## src/rtl/bcd_adjust.sv

```systemverilog
module bcd_adjust #(
  parameter bit REG_OUT = 1'b1,
  parameter int W = 8
) (
  input  logic         clk,
  input  logic         rst_n,
  input  logic         en,
  input  logic [W-1:0] acc_in,
  input  logic         h_in,
  input  logic         n_in,
  input  logic         c_in,
  output logic [W-1:0] acc_out,
  output logic [7:0]   flag_out,
  output logic         valid_out
);

  localparam logic [W-1:0] LO_FIX = W'(8'h06);
  localparam logic [W-1:0] HI_FIX = W'(8'h60);

  logic [3:0]   lo_nib;
  logic         fix_lo, fix_hi;
  logic [W-1:0] corr, res;
  logic         half_nxt;
  logic [7:0]   flags_nxt;

  assign lo_nib   = acc_in[3:0];
  assign fix_lo   = (lo_nib > 4'd9) | h_in;
  assign fix_hi   = (acc_in > W'(8'h99)) | c_in;
  assign corr     = (fix_lo ? LO_FIX : '0) | (fix_hi ? HI_FIX : '0);
  assign res      = n_in ? (acc_in - corr) : (acc_in + corr);
  assign half_nxt = n_in ? (h_in & (lo_nib < 4'd6)) : (lo_nib > 4'd9);

  assign flags_nxt = {res[7], (res == '0), res[5], half_nxt,
                      res[3], ~^res[7:0], n_in, fix_hi};

  generate
    if (REG_OUT) begin : g_reg
      always_ff @(posedge clk) begin
        if (!rst_n) begin
          acc_out   <= '0;
          flag_out  <= '0;
          valid_out <= 1'b0;
        end else begin
          valid_out <= en;
          if (en) begin
            acc_out  <= res;
            flag_out <= flags_nxt;
          end
        end
      end

      assert_valid_pulse_R8: assert property (@(posedge clk) disable iff (!rst_n)
        en |=> valid_out);
      assert_hold_R8: assert property (@(posedge clk) disable iff (!rst_n)
        !en |=> ($stable(acc_out) && $stable(flag_out)));
      assert_carry_sticky_R5: assert property (@(posedge clk) disable iff (!rst_n)
        (en && c_in) |=> flag_out[0]);
      assert_sub_kept_R7: assert property (@(posedge clk) disable iff (!rst_n)
        en |=> (flag_out[1] == $past(n_in)));
      assert_zero_flag_R4: assert property (@(posedge clk) disable iff (!rst_n)
        valid_out |-> (flag_out[6] == (acc_out == '0)));
      assert_parity_R4: assert property (@(posedge clk) disable iff (!rst_n)
        valid_out |-> (flag_out[2] == ~^acc_out[7:0]));
      assert_reset_R9: assert property (@(posedge clk)
        !rst_n |=> (!valid_out && acc_out == '0 && flag_out == '0));
    end else begin : g_comb
      assign acc_out   = rst_n ? res : '0;
      assign flag_out  = rst_n ? flags_nxt : '0;
      assign valid_out = rst_n & en;
    end
  endgenerate

endmodule

```

## config.mk

```make
export PLATFORM = sky130hd
export DESIGN_NAME = bcd_adjust
export DESIGN_NICKNAME = d
export VERILOG_FILES = /design/src/rtl/bcd_adjust.sv
export SDC_FILE = /design/constraint.sdc
export NUM_CORES = 1
export LEC_CHECK = 0
export ABC_CLOCK_PERIOD_IN_PS = 3600
export CAP_MARGIN = 30
export CELL_PAD_IN_SITES_DETAIL_PLACEMENT = 0
export CELL_PAD_IN_SITES_GLOBAL_PLACEMENT = 2
export CORE_MARGIN = 5
export CORE_UTILIZATION = 23
export CTS_CLUSTER_DIAMETER = 200
export DETAILED_ROUTE_END_ITERATION = 8
export PLACE_DENSITY = 0.75
export REMOVE_ABC_BUFFERS = 1
export SKIP_LAST_GASP = 1
export SLEW_MARGIN = 20
export SYNTH_ARGS = -nofsm -noshare
export SYNTH_HDL_FRONTEND = slang
export SYNTH_SLANG_ARGS = --single-unit
```

## constraint.sdc

```tcl
create_clock -name clk -period 3.6 [get_ports clk]
set_clock_uncertainty 0.1 [all_clocks]
set_input_delay 0.54 -clock clk [delete_from_list [all_inputs] [get_ports clk]]
set_output_delay 0.54 -clock clk [all_outputs]
set_load 0.02 [all_outputs]
```

# Yosys cells after proc, flatten, opt, wreduce, memory -nomap -nowiden
# Index checks and enable logic that the tools add are counted.
# op_classes
add_sub_neg,2
order_cmp,3
n_mux,4
bitwise,4
n_reduce_logical,2
# ops
operator,count
$add 8x7->8,1
$gt 8x8->1 const B,1
$logic_not 8->1,1
$mux 8,1
$reduce_xnor 8->1,1
$sub 8x7->8,1
$mux 7,1
$or 3x7->7,1
$gt 4x4->1 const B,1
$lt 4x3->1 const B,1
$mux 3,1
$or 1x1->1,2
$and 1x1->1,1
$mux 1,1
# word_totals
regBits,17
out_inout_bits,17

# Logic depth before layout (Yosys ltp)
# Gate-level depths: netlist of run 1.
# depth
ltp_word,7
ltp_mapped,16
depth_no_buf,16

# Worst setup path after synthesis of run 1
# OpenSTA, ideal clock, no wires.
# synth_path
path_type,input -> register
startpoint,in acc_in[2]
endpoint,reg flag_out[2]
arrival_time_ps,3248
t_required_ps,3384
slack_ps,136
stages,16
path_buffers,0
cell_sequence,o21a_1 -> a211o_1 -> a21oi_1 -> ha_1 -> inv_1 -> o21ai_1 -> ha_1 -> or3_1 -> o21ai_0 -> a31oi_1 -> xnor2_1 -> ha_1 -> xnor2_1 -> xnor2_1 -> mux2i_1 -> nor2b_1
# synth_via
elab_chain_cells,7
# synth_rtl
element,line_no,rtl
from (decl),8,"input logic [W-1:0] acc_in,"
$gt 8x8->1 or $gt 4x4->1 (tied branches),"28, 27",
$or 1x1->1 (on tied branches),"28, 27",
$mux 7 or $mux 3 (tied branches),29,assign corr = (fix_lo ? LO_FIX : '0) | (fix_hi ? HI_FIX : '0);
$or 3x7->7,29,
$add 8x7->8 or $sub 8x7->8 (tied branches),30,assign res = n_in ? (acc_in - corr) : (acc_in + corr);
$mux 8 *,30,
$reduce_xnor 8->1 *,34,"res[3], ~^res[7:0], n_in, fix_hi};"
to (signal assigned),47,flag_out <= flags_nxt;
to (decl),13,"output logic [7:0] flag_out,"
# Mark *: on every way between the ends. The rest lies on a longest branch, timed or not.
# A chain may end at the register's enable or synchronous reset.

# Worst setup path in the final report of run 1
# Same ends and word-level chain as after synthesis.

==> results.yml, run 1 <==
layout:
  area_growth_pct: 55.5
  final_area_um2: 1550
  diodes: 0
  fillCellCount: 452
  nNetsFinal: 193
  final_cell_mix: "clkdlybuf4s50_1, buf_4, dfxtp_1"
  final_cells: 216
  final_common_cell: "clkdlybuf4s50_1"
  drive_above_1_share_pct: 20.7
critical_path:
  cpMostUsedCell: "ha_1"
  cp_max_fo: 2
  cp-end-kind: "flop"
  cp-start-kind: "input port"
  slowest_delay_ps: 390
  path_class: "input port to flop"
  crit_arrival_ps: 3440
  critPathSlowestCell: "or3_4"
  required_ps: 3670
  r2r_cells: 1
  path_cells: "clkbuf_2, o21a_1, a211o_1, a21oi_2, ha_1, inv_1, o21ai_1, ha_1, or3_4, o21ai_2, a31oi_2, xnor2_1, ha_1, xnor2_2, xnor2_1, mux2i_1, nor2b_1"
route:
  wirelength_mm: 2.41
  via_count: 949
  drtAntennaViolNets: 0
  route.detailed.drc: 0
  drtIter0Drc: 11
  post_drt_wl_per_cell_um: 11.2
  vias_per_cell: 4.39
  dr.pass1.iters: 4
clock_network:
  ctsHoldBuffers: 0
  numClockSinks: 14
  clockRootBuffer: "clkbuf_8"
  worstSkewPairLatency_ps: 240
  clk_pin_slew_worst_paths_ps: 50
  numCtsBuffers: 3
  cts_tree: "done"
  cts_buffer_depth: 2
  htree_levels: 1
timing:
  tightest_slew_ps: 590
  rsz0062_at_grt: "no"
  min_period_over_period_pct: 93.5
  period_minus_slack_ps: 3370
  hold_ws_ps: 365
  hold_viol: 0
  fin_ws_ps: 234
  drv_slew: 0
  relSlewSlack_pct: 60.6
  finalSetupViolCount: 0
  fmax_mhz: 297
yosys:
  synth_ff_type: "dfxtp_1"
  synth_warnings: 0
  synth-seq-cells: 14
  ys_seq_area_share_pct: 28.2
  synthesis.area_um2: 995
  synthDistinctLibCells: 32
  synthCells: 117
  async_reset_ff_share_pct: 0
  avgSynthCellArea_um2: 8.50
  synth_edf_count: 0
placement:
  dp_cells: 211
  dp_hpwl_mm: 1.95
  port-buffer-count: 30
  dpl_cell_area_um2: 1460
  gp_congestion: 0.804
  pre_cts_ws_ps: -367
job:
  drv_cap: 0
grt:
  grt_max_degree: 18
  grt_pass1_vias: 977
  grt.busiest_layer: "met2"
  grt_pass1_wl_mm: 4.06
  grtUsageMet1_pct: 10.7
  use_met3_pct: 3.56
  gr-total-overflow: 0
  antenna_found_initial: 0
  grt_use_total_pct: 9.08
  use_met2_pct: 15.9
floorplan:
  die_h_um: 75.8
  die_w_um: 75.8
  num_rows: 24
  die_area_um2: 5740
  start_util_pct: 23.3
  coreArea_um2: 4260
  ioPinCount: 31
status:
  run_status: "completed"
pwr:
  fin_total_pwr_uw: 617
  p_leak_nw: 0.719
  cellPowerDensity_nw_per_um2: 399
  vdd_drop_max_mv: 0.264
worst_hold_path:
  hold_depth: 2
  hp-class: "flop to flop"
stage by stage:
| step | TNS [ps] | util, % |
|---|---|---|
| after floorplan | 0 | - |
| after global placement | -360 | 34.3 |
| after detailed placement | -482 | 34.3 |
| after CTS | 0 | 35.7 |
| after global routing | 0 | 36.3 |
| final | 0 | 36.3 |
registers in the layout (all words and copies together) (netlist names):
register	flops
acc_out	8
valid_out	1
flag_out	5
logic make-up after synthesis:
| logic type | count (synthesis) | synth area share, % |
|---|---|---|
| fa+ha+maj | 13 | 16.4 |
| simple gates | 39 | 20.1 |
| compound gates | 25 | 16.6 |
| flops | 14 | 28.2 |
| mux | 3 | 3.02 |
| buf+inv | 13 | 6.16 |
| xor+xnor | 10 | 9.56 |
where the power goes:
group	switching, mW	internal [mW]	total, mW
sequential	0.00960	0.172	0.182
combinational	0.139	0.171	0.310
clock	0.0516	0.0739	0.125
total	0.200	0.417	0.617
repair_timing:
item	in CTS	in global routing
cloned	0	0
resized for setup	5	11
endpoints found under the setup margin	1	1
buffers inserted	1	1
pin swaps	8	10
worst paths after layout:
path                                     to  slack [ps]  startpoint
worst max-delay path            flag_out[2]         230   acc_in[2]
worst min register to register   acc_out[4]         360  acc_out[4]
worst min-delay path             acc_out[4]         360  acc_out[4]
worst max register to register   acc_out[7]        2760  acc_out[7]
Yosys cell counts (all sizes together), types with 3 or more instances:
library cell	number	share of area [%]
nand2b	3	1.9
nand2	9	3.4
xor2	3	2.6
inv	6	2.3
mux2i	3	3.0
dfxtp	14	28
nor2b	7	4.4
xnor2	7	6.9
a21oi	5	2.5
nor2	9	3.4
nand3	5	2.5
buf	5	3.1
o21ai	9	4.5
o21a	4	3.0
ha	13	16
cell type report:
type	count	area [um^2]	share of cell area, %
timing repair buffer	51	458	29.6
sequential	14	280	18.1
inverter	6	22.5	1.46
clock buffer	3	41.3	2.67
multi-input combinational	90	679	43.9
tap	52	65.1	4.21
layer usage:
metal | wire length (um) | share of wire, %
met1 | 1110 | 46
met2 | 1150 | 47
met3 | 152 | 6.3
met4 | 8 | 0.33
met5 | 0 | 0
worst max-delay path, delay by kind of cell:
family / cells / cell delay, ps
xor gates and xnor gates: 3 / 460
buffers and inverters: 2 / 140
muxes: 1 / 90
AOI/OAI and AO/OA: 6 / 830
and+or+nand+nor: 2 / 520
adders and majority gates: 3 / 850
No activity file was read; power rests on OpenSTA's default activity.
==> run 2: changes to the inputs <==
GPL_TIMING_DRIVEN = 0   (was default)
==> run 2 against run 1 <==
  * Sequential share of layout area increased by 1.6 points
  * Cell area shrank 8.3%
  * Register-to-register slack about the same
  * Clock-buffer cell count stayed put
  * Critical path depth unchanged
  * Hold slack improved by 3.4 ps
  * Final cell count is 8.3% lower
==> results.yml, run 2 (synthesis results as in run 1) <==
route:
  wirelength_mm: 2.33
  post_drt_wl_per_cell_um: 11.8
  route.detailed.drc: 0
  vias_per_cell: 4.48
  via_count: 887
  drtIter0Drc: 16
  drtAntennaViolNets: 0
  dr.pass1.iters: 4
grt:
  grt_pass1_vias: 853
  use_met3_pct: 2.90
  antenna_found_initial: 0
  grtUsageMet1_pct: 10.4
  gr-total-overflow: 0
  grt_use_total_pct: 8.56
  grt_pass1_wl_mm: 3.77
  use_met2_pct: 14.4
  grt.busiest_layer: "met2"
  grt_max_degree: 18
floorplan:
  start_util_pct: 23.3
  num_rows: 24
  die_area_um2: 5740
  coreArea_um2: 4260
  die_w_um: 75.8
  ioPinCount: 31
  die_h_um: 75.8
timing:
  tightest_slew_ps: 579
  min_period_over_period_pct: 94.9
  hold_viol: 0
  period_minus_slack_ps: 3420
  finalSetupViolCount: 0
  setup_tns_ps: 0
  drv_slew: 0
  relSlewSlack_pct: 61.3
  fmax_mhz: 293
clock_network:
  htree_levels: 1
  worstSkewPairLatency_ps: 240
  numClockSinks: 14
  clockRootBuffer: "clkbuf_8"
  numCtsBuffers: 3
  cts_tree: "done"
  cts_buffer_depth: 2
  clk_pin_slew_worst_paths_ps: 60
critical_path:
  slowest_delay_ps: 380
  cp-end-kind: "flop"
  crit_path_end: "flag_out[2]"
  critPathSlowestCell: "or3_1"
  crit_arrival_ps: 3500
  required_ps: 3680
  path_cells: "buf_2, o21a_1, a211o_1, a21oi_2, ha_1, inv_1, o21ai_2, ha_4, or3_1, o21ai_2, a31oi_2, xnor2_1, ha_1, xnor2_2, xnor2_1, mux2i_1, nor2b_1"
  path_class: "input port to flop"
  r2r_cells: 1
  reg2reg_from: "acc_out[7]"
  cp-startpoint: "acc_in[1]"
  rrSetupSlack_ps: 2750
  cp_max_fo: 5
  cp-start-kind: "input port"
  r2r-end: "acc_out[7]"
pwr:
  fin_total_pwr_uw: 598
  cellPowerDensity_nw_per_um2: 421
  p_leak_nw: 0.622
  vdd_drop_max_mv: 0.181
layout:
  biggestRegsByFlops: "acc_out: 8 flops, flag_out: 5 flops, valid_out: 1 flops"
  top_register: "acc_out"
  nNetsFinal: 175
  fillCellCount: 452
  area_growth_pct: 42.6
  final_area_um2: 1420
  final_common_cell: "clkdlybuf4s50_1"
  final_cell_mix: "clkdlybuf4s50_1, dfxtp_1, ha_1"
  largest_reg_flops: 8
  diodes: 0
  drive_above_1_share_pct: 13.0
placement:
  dpl_cell_area_um2: 1320
  gp_congestion: 0.743
  dp_hpwl_mm: 1.83
  port-buffer-count: 30
job:
  drv_cap: 0
status:
  run_status: "completed"
worst_hold_path:
  hp-class: "flop to flop"
-- run 2: cell count changes in the layout (fill, tap and decap cells not counted), sizes merged --
cell	delta
buf	-17
dlymetal6s2s	-1
-- run 2: metrics by stage --
stage / cells / utilization (%) / setup slack, ps / hold WS, ps
2_1_floorplan: 110 / - / 137 / 439
3_3_place_gp: 192 / 31.0 / -707 / 361
3_5_place_dp: 192 / 31.0 / -725 / 366
4_1_cts: 198 / 32.7 / 12.3 / 376
5_1_grt: 198 / 33.3 / -6.50 / 400
6_report: 198 / 33.3 / 182 / 368
-- run 2: worst min path at each step --
stage / from / end / slack, ps / cells after the start
floorplan: acc_out[4] / acc_out[4] / 440 / 2
global placement: acc_out[4] / acc_out[4] / 360 / 2
detailed placement: acc_out[4] / acc_out[4] / 370 / 2
CTS: acc_out[4] / acc_out[4] / 380 / 2
global route: acc_out[1] / acc_out[1] / 400 / 1
finish: acc_out[4] / acc_out[4] / 370 / 2
-- run 2: what timing repair did --
| item | 4_1_cts | 5_1_grt |
|---|---|---|
| endpoints found under the hold margin | 0 | 0 |
| resized for setup | 5 | 16 |
| buffers inserted | 3 | 0 |
| hold buffers | 0 | 0 |
| setup endpoints to repair | 2 | 1 |
| pin swaps | 4 | 10 |
-- run 2: critical path, delay by kind of cell --
kind / cells / cell delay (ps)
buffers and inverters: 2 / 200
AND/OR/NAND/NOR: 2 / 500
adder cells (fa/ha/maj): 3 / 790
multiplexers: 1 / 100
XOR/XNOR: 3 / 500
AO/OA/AOI/OAI: 6 / 860
-- run 2: layout make-up --
cell class	instances	area (um^2)	share of cell area (%)
multi-input cells	90	694	48.9
repair buffers	33	315	22.2
flip-flops and latches	14	280	19.8
well taps	52	65.1	4.59
clock buffers	3	41.3	2.91
inverters	6	22.5	1.59
-- run 2: metal layers --
metal / wire length, um / vias up
met1: 1080 / 399
li1: - / 460
met3: 150 / 2
met2: 1100 / 26
met4: 8 / 0
met5: 0 / -
-- run 2: power by group --
part / internal, mW / switching, mW
clock: 0.0739 / 0.0551
sequential: 0.172 / 0.00876
combinational: 0.148 / 0.140
total: 0.394 / 0.204
==> run 3: changes to the inputs <==
--- a/config.mk
+++ b/config.mk
@@ -6,14 +6,14 @@
 export NUM_CORES = 1
 export LEC_CHECK = 0
-export ABC_CLOCK_PERIOD_IN_PS = 3600
+export ABC_CLOCK_PERIOD_IN_PS = 4200
 export CAP_MARGIN = 30
 export CELL_PAD_IN_SITES_DETAIL_PLACEMENT = 0
 export CELL_PAD_IN_SITES_GLOBAL_PLACEMENT = 2
 export CORE_MARGIN = 5
-export CORE_UTILIZATION = 23
+export CORE_UTILIZATION = 28
 export CTS_CLUSTER_DIAMETER = 200
 export DETAILED_ROUTE_END_ITERATION = 8
 export GPL_TIMING_DRIVEN = 0
-export PLACE_DENSITY = 0.75
+export PLACE_DENSITY = 0.85
 export REMOVE_ABC_BUFFERS = 1
 export SKIP_LAST_GASP = 1
==> constraint.sdc (replaced) <==
create_clock -name clk -period 4.2 [get_ports clk]
set_clock_uncertainty 0.1 [all_clocks]
set_input_delay 0.42 -clock clk [delete_from_list [all_inputs] [get_ports clk]]
set_output_delay 0.42 -clock clk [all_outputs]
set_load 0.02 [all_outputs]
==> run 3 against run 2 <==
  * First-iteration DRC count decreased by 13%
  * Global-route usage increased by 1.4 points
  * Combinational power decreased by 24%
==> results.yml, run 3 (synthesis results as in run 1) <==
layout:
  fillCellCount: 356
  biggestRegsByFlops: "acc_out: 8 flops, flag_out: 5 flops, valid_out: 1 flops"
  drive_above_1_share_pct: 4.86
  final_area_um2: 1350
  nNetsFinal: 172
  final_util_pct: 39.8
  final_cell_mix: "clkdlybuf4s50_1, dfxtp_1, ha_1"
  area_growth_pct: 35.7
  diodes: 0
  largest_reg_flops: 8
  final_common_cell: "clkdlybuf4s50_1"
  top_register: "acc_out"
critical_path:
  cp-start-kind: "input port"
  critPathTopFamily: "compound AO/OA/AOI/OAI gates"
  required_ps: 4330
  critPathBufInv: 2
  cp-end-kind: "flop"
  critPathSlowestCell: "clkdlybuf4s50_1"
  cp_max_fo: 5
  path_class: "input port to flop"
  crit_arrival_ps: 3960
  slowest_delay_ps: 480
  path_cells: "clkdlybuf4s50_1, o21a_1, a211o_1, a21oi_1, ha_1, inv_1, o21ai_1, ha_1, or3_1, o21ai_0, a31oi_1, xnor2_1, ha_1, xnor2_1, xnor2_1, mux2i_1, nor2b_1"
pwr:
  clkPwrFrac_pct: 21.6
  p_int_uw: 311
  netSwitchingPower_uw: 164
  p_leak_nw: 0.570
  cellPowerDensity_nw_per_um2: 352
  vdd_drop_max_mv: 0.106
  combPwrFrac_pct: 46.0
  switching_share_pct: 34.5
  p_seq_share_pct: 32.4
timing:
  setup_tns_ps: 0
  period_minus_slack_ps: 3840
  fmax_mhz: 261
  drv_slew: 0
  tightest_slew_ps: 592
  hold_viol: 0
  rsz0062_at_grt: "no"
  relSlewSlack_pct: 60.4
  finalSetupViolCount: 0
  hold_ws_ps: 365
  min_period_over_period_pct: 91.3
worst_hold_path:
  hp-class: "flop to flop"
placement:
  gp_congestion: 0.749
  dp_hpwl_mm: 1.81
  port-buffer-count: 30
  dpl_cell_area_um2: 1310
floorplan:
  die_w_um: 69.6
  coreArea_um2: 3390
  num_rows: 21
  start_util_pct: 29.3
  ioPinCount: 31
  die_area_um2: 4840
  die_h_um: 69.6
grt:
  antenna_found_initial: 0
  grt_pass1_vias: 885
  grt_max_degree: 18
  gr-total-overflow: 0
  grt_pass1_wl_mm: 3.83
  grt_use_total_pct: 9.93
route:
  drtIter0Drc: 14
  via_count: 885
  dr.pass1.iters: 4
  post_drt_wl_per_cell_um: 12.1
  drtAntennaViolNets: 0
  wirelength_mm: 2.29
  vias_per_cell: 4.66
  route.detailed.drc: 0
clock_network:
  numCtsBuffers: 3
  cts_tree: "done"
  clockRootBuffer: "clkbuf_4"
  ctsHoldBuffers: 0
  cts_buffer_depth: 2
  htree_levels: 1
  worstSkewPairLatency_ps: 280
  clk_pin_slew_worst_paths_ps: 80
  cts_resized: 0
  numClockSinks: 14
  cts_setup_buffers: 0
status:
  run_status: "completed"
job:
  drv_cap: 0
## run 3: worst paths after layout
check                end  slack [ps]  cells after the start       start
max          flag_out[2]         360                     17   acc_in[1]
min           acc_out[4]         370                      2  acc_out[4]
max reg2reg   acc_out[7]        3370                      1  acc_out[7]
min reg2reg   acc_out[4]         370                      2  acc_out[4]
## run 3: area by class of cell
class                           instances  area [um^2]  share of cell area [%]
Sequential cell                        14          280                    20.8
Timing Repair Buffer                   30          300                    22.2
Multi-Input combinational cell         90          653                    48.4
Inverter                                6         22.5                    1.67
Tap cell                               46         57.6                    4.26
Clock buffer                            4         36.3                    2.69
## run 3: per-layer routing
layer | part of all wire (%) | vias to the layer above | GRT usage, %
met4 | 1.9 | 0 | 5.21
met1 | 46 | 402 | 11.4
li1 | - | 458 | -
met2 | 48 | 20 | 16.8
met3 | 3.9 | 5 | 2.46
met5 | 0 | - | 0
## run 3: power groups by stage
stage               registers [mW]  clock network (mW)  logic, mW
floorplan                    0.179                   0      0.124
global placement             0.157                   0      0.219
detailed placement           0.157                   0      0.222
CTS                          0.154               0.107      0.223
global route                 0.156               0.114      0.244
finish                       0.154               0.103      0.219
## run 3: through the flow
stage	cells	setup slack, ps	total power, mW
2_1_floorplan	110	857	0.303
3_3_place_gp	186	64.5	0.375
3_5_place_dp	186	49.8	0.379
4_1_cts	190	338	0.484
5_1_grt	190	91.7	0.514
6_report	190	364	0.475
